===== src/rtl/rxpc_pkg.sv =====
package rxpc_pkg;
  typedef enum logic [1:0] {
    SLP_NEVER     = 2'b00,
    SLP_AUTO      = 2'b01,
    SLP_FORCE     = 2'b10,
    SLP_NEVER_ALT = 2'b11
  } sleep_mode_e;
endpackage


===== src/rtl/rxpc_sync.sv =====
module rxpc_sync #(
  parameter int  STAGES    = 2,
  parameter logic RST_VAL  = 1'b1
) (
  input  logic clk,
  input  logic rst_n,
  input  logic async_i,
  output logic sync_o
);
  logic [STAGES-1:0] chain_q;

  generate
    for (genvar i = 0; i < STAGES; i++) begin : g_stage
      always_ff @(posedge clk or negedge rst_n) begin
        if (!rst_n) chain_q[i] <= RST_VAL;
        else if (i == 0) chain_q[i] <= async_i;
        else chain_q[i] <= chain_q[(i == 0) ? 0 : i-1];
      end
    end
  endgenerate

  assign sync_o = chain_q[STAGES-1];
endmodule


===== src/rtl/rxpc_loss_timer.sv =====
module rxpc_loss_timer #(
  parameter int PD_CYCLES = 16000
) (
  input  logic clk,
  input  logic rst_n,
  input  logic present_i,
  output logic expired_o
);
  localparam int CW = $clog2(PD_CYCLES + 1);
  localparam logic [CW-1:0] LIMIT = CW'(PD_CYCLES);

  logic [CW-1:0] cnt_q;

  // Restarts on every carrier return; saturates at the limit.
  always_ff @(posedge clk or negedge rst_n) begin
    if (!rst_n)            cnt_q <= '0;
    else if (present_i)    cnt_q <= '0;
    else if (cnt_q != LIMIT) cnt_q <= cnt_q + 1'b1;
  end

  assign expired_o = (cnt_q == LIMIT);
endmodule


===== src/rtl/rxpc_policy.sv =====
module rxpc_policy
  import rxpc_pkg::*;
#(
  parameter int DW = 10
) (
  input  logic          clk,
  input  logic          rst_n,
  input  logic [1:0]    sleep_mode_i,
  input  logic          mute_i,
  input  logic          present_i,
  input  logic          expired_i,
  input  logic [DW-1:0] data_i,
  output logic          eq_pwr_o,
  output logic [DW-1:0] data_o,
  output logic [1:0]    mode_o
);
  sleep_mode_e mode_q;
  logic        mute_q;

  always_ff @(posedge clk or negedge rst_n) begin
    if (!rst_n) begin
      mode_q <= SLP_AUTO;
      mute_q <= 1'b0;
    end else begin
      mode_q <= sleep_mode_e'(sleep_mode_i);
      mute_q <= mute_i;
    end
  end

  always_comb begin
    unique case (mode_q)
      SLP_FORCE: eq_pwr_o = 1'b0;
      SLP_AUTO:  eq_pwr_o = present_i | ~expired_i;
      default:   eq_pwr_o = 1'b1;
    endcase
  end

  // Sleep wins over mute: an unpowered path always reads zero.
  assign data_o = (eq_pwr_o && !mute_q) ? data_i : '0;
  assign mode_o = mode_q;
endmodule


===== src/rtl/rx_sleep_mute_ctrl.sv =====
module rx_sleep_mute_ctrl #(
  parameter int DW        = 10,
  parameter int PD_CYCLES = 16000,
  parameter int SYNC_STG  = 2
) (
  input  logic          clk,
  input  logic          rst_n,
  input  logic [1:0]    sleep_mode,
  input  logic          mute,
  input  logic          carrier_n,
  input  logic          tx_en,
  input  logic [DW-1:0] rx_data_i,
  output logic          eq_pwr_en,
  output logic [DW-1:0] rx_data_o,
  output logic          tx_drv_en,
  output logic          carrier_ok
);
  logic       loss_sync;
  logic       present;
  logic       expired;
  logic [1:0] cur_mode;

  rxpc_sync #(.STAGES(SYNC_STG), .RST_VAL(1'b1)) u_sync (
    .clk(clk), .rst_n(rst_n), .async_i(carrier_n), .sync_o(loss_sync)
  );

  assign present = ~loss_sync;

  rxpc_loss_timer #(.PD_CYCLES(PD_CYCLES)) u_timer (
    .clk(clk), .rst_n(rst_n), .present_i(present), .expired_o(expired)
  );

  rxpc_policy #(.DW(DW)) u_policy (
    .clk(clk), .rst_n(rst_n), .sleep_mode_i(sleep_mode), .mute_i(mute),
    .present_i(present), .expired_i(expired), .data_i(rx_data_i),
    .eq_pwr_o(eq_pwr_en), .data_o(rx_data_o), .mode_o(cur_mode)
  );

  assign tx_drv_en  = tx_en;
  assign carrier_ok = present;
endmodule


===== config.mk =====
export PLATFORM = sky130hd
export DESIGN_NAME = rx_sleep_mute_ctrl
export DESIGN_NICKNAME = d
export VERILOG_FILES = /design/src/rtl/rxpc_pkg.sv /design/src/rtl/rxpc_sync.sv /design/src/rtl/rxpc_loss_timer.sv /design/src/rtl/rxpc_policy.sv /design/src/rtl/rx_sleep_mute_ctrl.sv
export SDC_FILE = /design/constraint.sdc
export NUM_CORES = 1
export LEC_CHECK = 0
export ABC_AREA = 0
export BUFFER_PORTS_ARGS = -buffer_cell sky130_fd_sc_hd__buf_2
export CORE_ASPECT_RATIO = 1.25
export CORE_MARGIN = 2
export CORE_UTILIZATION = 45
export DETAILED_ROUTE_END_ITERATION = 16
export PLACE_DENSITY = 0.7
export SETUP_SLACK_MARGIN = 0.2
export SLEW_MARGIN = 20
export SYNTH_ARGS = -nofsm -noshare
export SYNTH_HDL_FRONTEND = slang
export SYNTH_SLANG_ARGS = --single-unit

===== constraint.sdc =====
create_clock -name clk -period 3.9 [get_ports clk]
set_input_delay 0.585 -clock clk [delete_from_list [all_inputs] [get_ports clk]]
set_output_delay 0.585 -clock clk [all_outputs]
set_load 0.005 [all_outputs]

* Word level (Yosys, flattened, before mapping)
Cells that the tools add are included.
** Cells by class
- Add/sub/neg operators :: 1
- Equal/unequal tests :: 5
- Multiplexer cells :: 4
- Bitwise logic cells :: 3
- Reduce and logical (&&, ||, !) cells :: 2
** Operators with widths (number)
- 14-bit two-way mux :: 2
- 14-bit by 1-bit adder with 14-bit output (second input constant) :: 1
- 14-bit equality test (second input constant) :: 1
- 14-bit != test (second input constant) :: 1
- 10-bit two-way mux :: 1
- 2-bit by 1-bit equality test with 1-bit output (second input constant) :: 1
- 2-bit equality test (second input constant) :: 1
- 2-bit by 1-bit != test with 1-bit output (second input constant) :: 1
- 1-bit inverter :: 2
- 1-bit case mux with 2 select lines :: 1
- 1-bit logical AND :: 1
- 1-bit logical NOT :: 1
- 1-bit bitwise OR :: 1
** Storage, ports and cells
- Bits in registers :: 19
- Word-level logic and storage cells :: 20

* Logic depth before layout (Yosys ltp)
- Depth in word-level cells :: 6
- Gate-level depth with buffers :: 6
- Mapped depth without buffers :: 5

* By module
From an unflattened synthesis, not the netlist that was laid out.
** Unflattened totals
- Cell total of the unflattened synthesis :: 98
- Area, all modules :: 1061.0 µm²
** Modules (own cells, without submodules)
- rxpc_loss_timer :: times used 1, cells each 75, area each 724.4 µm², seq. area each 350.3 µm²
- rxpc_policy :: times used 1, cells each 19, area each 272.8 µm², seq. area each 76.3 µm²
- rxpc_sync :: times used 1, cells each 2, area each 52.6 µm², seq. area each 52.6 µm²
- rx_sleep_mute_ctrl :: times used 1, cells each 2, area each 11.3 µm², seq. area each 0.0 µm²

* Worst setup path before layout
OpenSTA, ideal clock, no wires.
- Path kind :: register to output
- Start point :: reg u_timer.cnt_q[3]
- End point :: out rx_data_o[0]
- Arrival :: 1.581 ns
- Data required time :: 3.315 ns
- Setup slack :: 1.734 ns
- Cell stages (with the launch flop) :: 5
- Path buffers :: 1
- Cell sequence :: dfrtp_1 -> or4b_4 -> nor4_4 -> buf_6 -> a21oi_1
** Between the ends
- Word-level cells in the longest chain between the ends :: 6
** Ends and longest elaborated chain
- start, declared :: line rxpc_loss_timer.sv:12 : logic [CW-1:0] cnt_q;
- start signal, assigned :: line rxpc_loss_timer.sv:18 : else if (cnt_q != LIMIT) cnt_q <= cnt_q + 1'b1;
- 14-bit equality test :: line rxpc_loss_timer.sv:21 : assign expired_o = (cnt_q == LIMIT);
- 1-bit inverter :: line rxpc_policy.sv:33 : SLP_AUTO: eq_pwr_o = present_i | ~expired_i;
- 1-bit bitwise OR :: line rxpc_policy.sv:33
- 1-bit case mux with 2 select lines :: line rxpc_policy.sv:31 : unique case (mode_q)
- 1-bit logical AND :: line rxpc_policy.sv:39 : assign data_o = (eq_pwr_o && !mute_q) ? data_i : '0;
- 10-bit two-way mux :: line rxpc_policy.sv:39
- end, declared :: line rx_sleep_mute_ctrl.sv:14 : output logic [DW-1:0] rx_data_o,
Every way passes these cells.

* Worst setup path after layout
- Start point :: reg u_timer.cnt_q[3]
- End point :: out eq_pwr_en
** Between the ends
- Word-level cells in the longest chain between the ends :: 4
** Ends and longest elaborated chain
- 14-bit equality test :: line rxpc_loss_timer.sv:21
- 1-bit inverter :: line rxpc_policy.sv:33
- 1-bit bitwise OR :: line rxpc_policy.sv:33
- 1-bit case mux with 2 select lines :: line rxpc_policy.sv:31
- end, declared :: line rx_sleep_mute_ctrl.sv:13 : output logic eq_pwr_en,
Every way passes these cells.

==> flow_summary.yaml <==
run_status:
  status: "completed"
yosys:
  synth.top_cell.area_share_pct: 37.65
  mappedNetlistArea_sq_um: 1064
  syn_area_per_cell_sq_um: 9.496
  synth-seq-cells: 19
  yosys.area.top_type: "dfrtp_1"
  syn_inst: 112
  yosys-top-cells-area: "dfrtp_1 (38%), nand3b_1 (8.5%), a21oi_1 (7.5%)"
  ys.warnings.count: 0
  synth.distinct_cells: 28
  seq_area_frac_synth_pct: 45.06
  syn_nets: 131
floorplan:
  dieArea_sq_um: 2771
  fp.dieH_um: 58.36
  io_pins: 30
  num_rows: 19
  core_area_sq_um: 2211
  die_x_um: 47.48
  start_util_pct: 48.10
place:
  dp_hpwl_mm: 1.657
  place_area_sq_um: 1207
  port_buffers: 27
  gp_congestion: 0.8391
clock_network:
  post-cts-setup-buffer-count: 0
  numCtsBuffers: 3
  cts-hold-fix-buffers: 0
  path_clk_slew_ns: 0.10
  clock_sinks: 19
  ctsRootBufferMaster: "clkbuf_4"
  post_cts_resize_count: 0
  clock_latency_ns: 0.30
  clk_path_buf_depth: 2
  cts_tree: "yes"
  h-tree-depth: 1
detailed_routing:
  via_per_inst: 5.574
  dr.pass1.iters: 4
  finalWirelength_mm: 2.167
  drtAntennaViolNets: 0
  vias: 942
  post_drt_wl_per_cell_um: 12.82
  drc: 0
  drt_iter0_markers: 14
min_path:
  hold_path_class: "in2async"
pwr:
  vdd_drop_max_uv: 174.3
  total_leakage_power_nw: 0.5238
  power_density_nw_per_um2: 281.0
layout:
  final_area_sq_um: 1234
  final_net_count: 158
  final_common_cell: "buf_2"
  area_growth_syn_to_layout_pct: 16.00
  n_antenna_cell: 0
  fill_cells: 204
  drive_gt1_share_pct: 25.36
  mostFrequentLayoutCells: "buf_2 (27), a21oi_1 (16), dfrtp_1 (16), nand3b_1 (12), nand2_1 (11)"
setup_path:
  critical_path.startpoint: "u_timer.cnt_q[3]"
  crit_buf_inv: 1
  worstPathCellList: "or4b_4, nor4_4, a21boi_0, buf_2"
  r2r.worst_path.cells: 3
  crit_required_ns: 3.31
  crit_path_end_kind: "primary output"
  timing.rr.end: "u_timer.cnt_q[1]"
  crit_family: "simple AND/OR/NAND/NOR gates"
  r2r_slack_ns: 1.89
  crit_arrival_ns: 2.28
  cp_max_fo: 14
  startpoint_type: "flop"
  cp_slowest_cell: "nor4_4"
  r2r_start: "u_timer.cnt_q[3]"
  crit_end: "eq_pwr_en"
  cp.depth: 4
  cp_slowest_stage_delay_ns: 0.64
  worstSetupPathType: "reg2out"
sta:
  fmax_mhz: 349.5
  fin_crit_sh_pct: 73.36
  setup_viol: 0
  min_period_ns: 2.861
  slew-limit-headroom_pct: 54.09
  slew_viol_final: 0
  rsz0062_at_grt: "no"
  fin_skew_ns: 0.007321
  tns_ns: 0
  worst_pin_slew_ns: 0.6835
  hold_viol_final: 0
global_routing:
  grt_start_max_net_pins: 20
  grt_usage_pct: 17.50
  grt_pass1_wl_mm: 3.588
  grt_pass1_vias: 859
  antenna_found_initial: 0
  overflow: 0
run:
  maxCapViolCount: 0
## worst register-to-register path, stage by stage (launching register included)
cell and delay (ns):
dfrtp_1 0.44, or4b_4 0.56, nor4_4 0.64, mux2i_1 0.28
## power breakdown
part / internal, mW / switching [mW]
logic: 0.0183 / 0.0196
registers: 0.203 / 0.00701
clock network: 0.0399 / 0.0586
total: 0.262 / 0.0852
## worst min path at each step
stage / from / endpoint / slack [ns] / depth (start not counted)
global placement: u_sync.chain_q[0] / u_sync.sync_o / 0.35 / 0
finish: rst_n / u_timer.cnt_q[6] / 0.20 / 1
detailed placement: u_sync.chain_q[0] / u_sync.sync_o / 0.35 / 0
global route: rst_n / u_timer.cnt_q[2] / 0.23 / 1
floorplan: rst_n / u_policy.mode_o[1] / 0.29 / 0
CTS: rst_n / u_timer.cnt_q[6] / 0.22 / 1
## cells by family (layout without fill, tap and decap cells)
group | count (synthesis) | in the layout | share of synthesized area, %
AO/OA/AOI/OAI | 26 | 26 | 13.88
adder cells (fa/ha/maj) | 2 | 2 | 2.353
buffers and inverters | 11 | 37 | 4.941
multiplexers | 4 | 4 | 3.765
XOR/XNOR | 2 | 2 | 1.647
flip-flops | 19 | 19 | 45.06
AND/OR/NAND/NOR | 48 | 48 | 28.35
## cell usage after synthesis
cell	n
a21boi_0	1
a21oi_1	16
buf_4	1
buf_6	1
clkbuf_1	3
clkinv_1	2
dfrtp_1	16
dfstp_2	3
ha_1	2
inv_1	4
mux2i_1	4
nand2_1	11
nand2b_1	3
nand3_1	4
nand3b_1	12
nand4_1	4
nor2_1	3
nor4_1	2
nor4_4	1
o21ai_0	4
o311ai_0	1
o31ai_1	3
o41ai_1	1
or3_1	4
or4_1	3
or4b_4	1
xnor2_1	1
xor2_1	1
## metrics by stage
stage / util (%) / hold WS (ns) / total power, mW / setup slack [ns] / cells
finish: 55.80 / 0.2022 / 0.3467 / 1.039 / 169
global route: 55.80 / 0.2332 / 0.3639 / 0.8641 / 169
CTS: 55.80 / 0.2193 / 0.3483 / 1.010 / 169
detailed placement: 54.61 / 0.3542 / 0.2524 / 1.348 / 165
global placement: 54.61 / 0.3471 / 0.2503 / 1.390 / 165
floorplan: - / 0.2894 / 0.2324 / 1.734 / 112
## routing by layer
layer,GRT usage [%],routed length (um)
met5,0,0
met4,7.143,39
met3,2.761,88
met2,30.50,1121
met1,20.44,918
## registers in the layout (all words and copies together) (netlist names)
register,cells
u_policy.mute_q,1
u_timer.cnt_q,14
u_sync.sync_o,1
u_sync.chain_q,1
u_policy.mode_o,2
## area by class of cell
cell class	instances	area (sq um)	share of cell area, %
Clock buffer	4	26.28	2.130
Tap cell	31	38.79	3.144
Inverter	6	22.52	1.826
Sequential cell	19	479.2	38.84
Timing Repair Buffer	27	135.1	10.95
Multi-Input combinational cell	82	531.8	43.10
(Power assumes the default switching activity.)
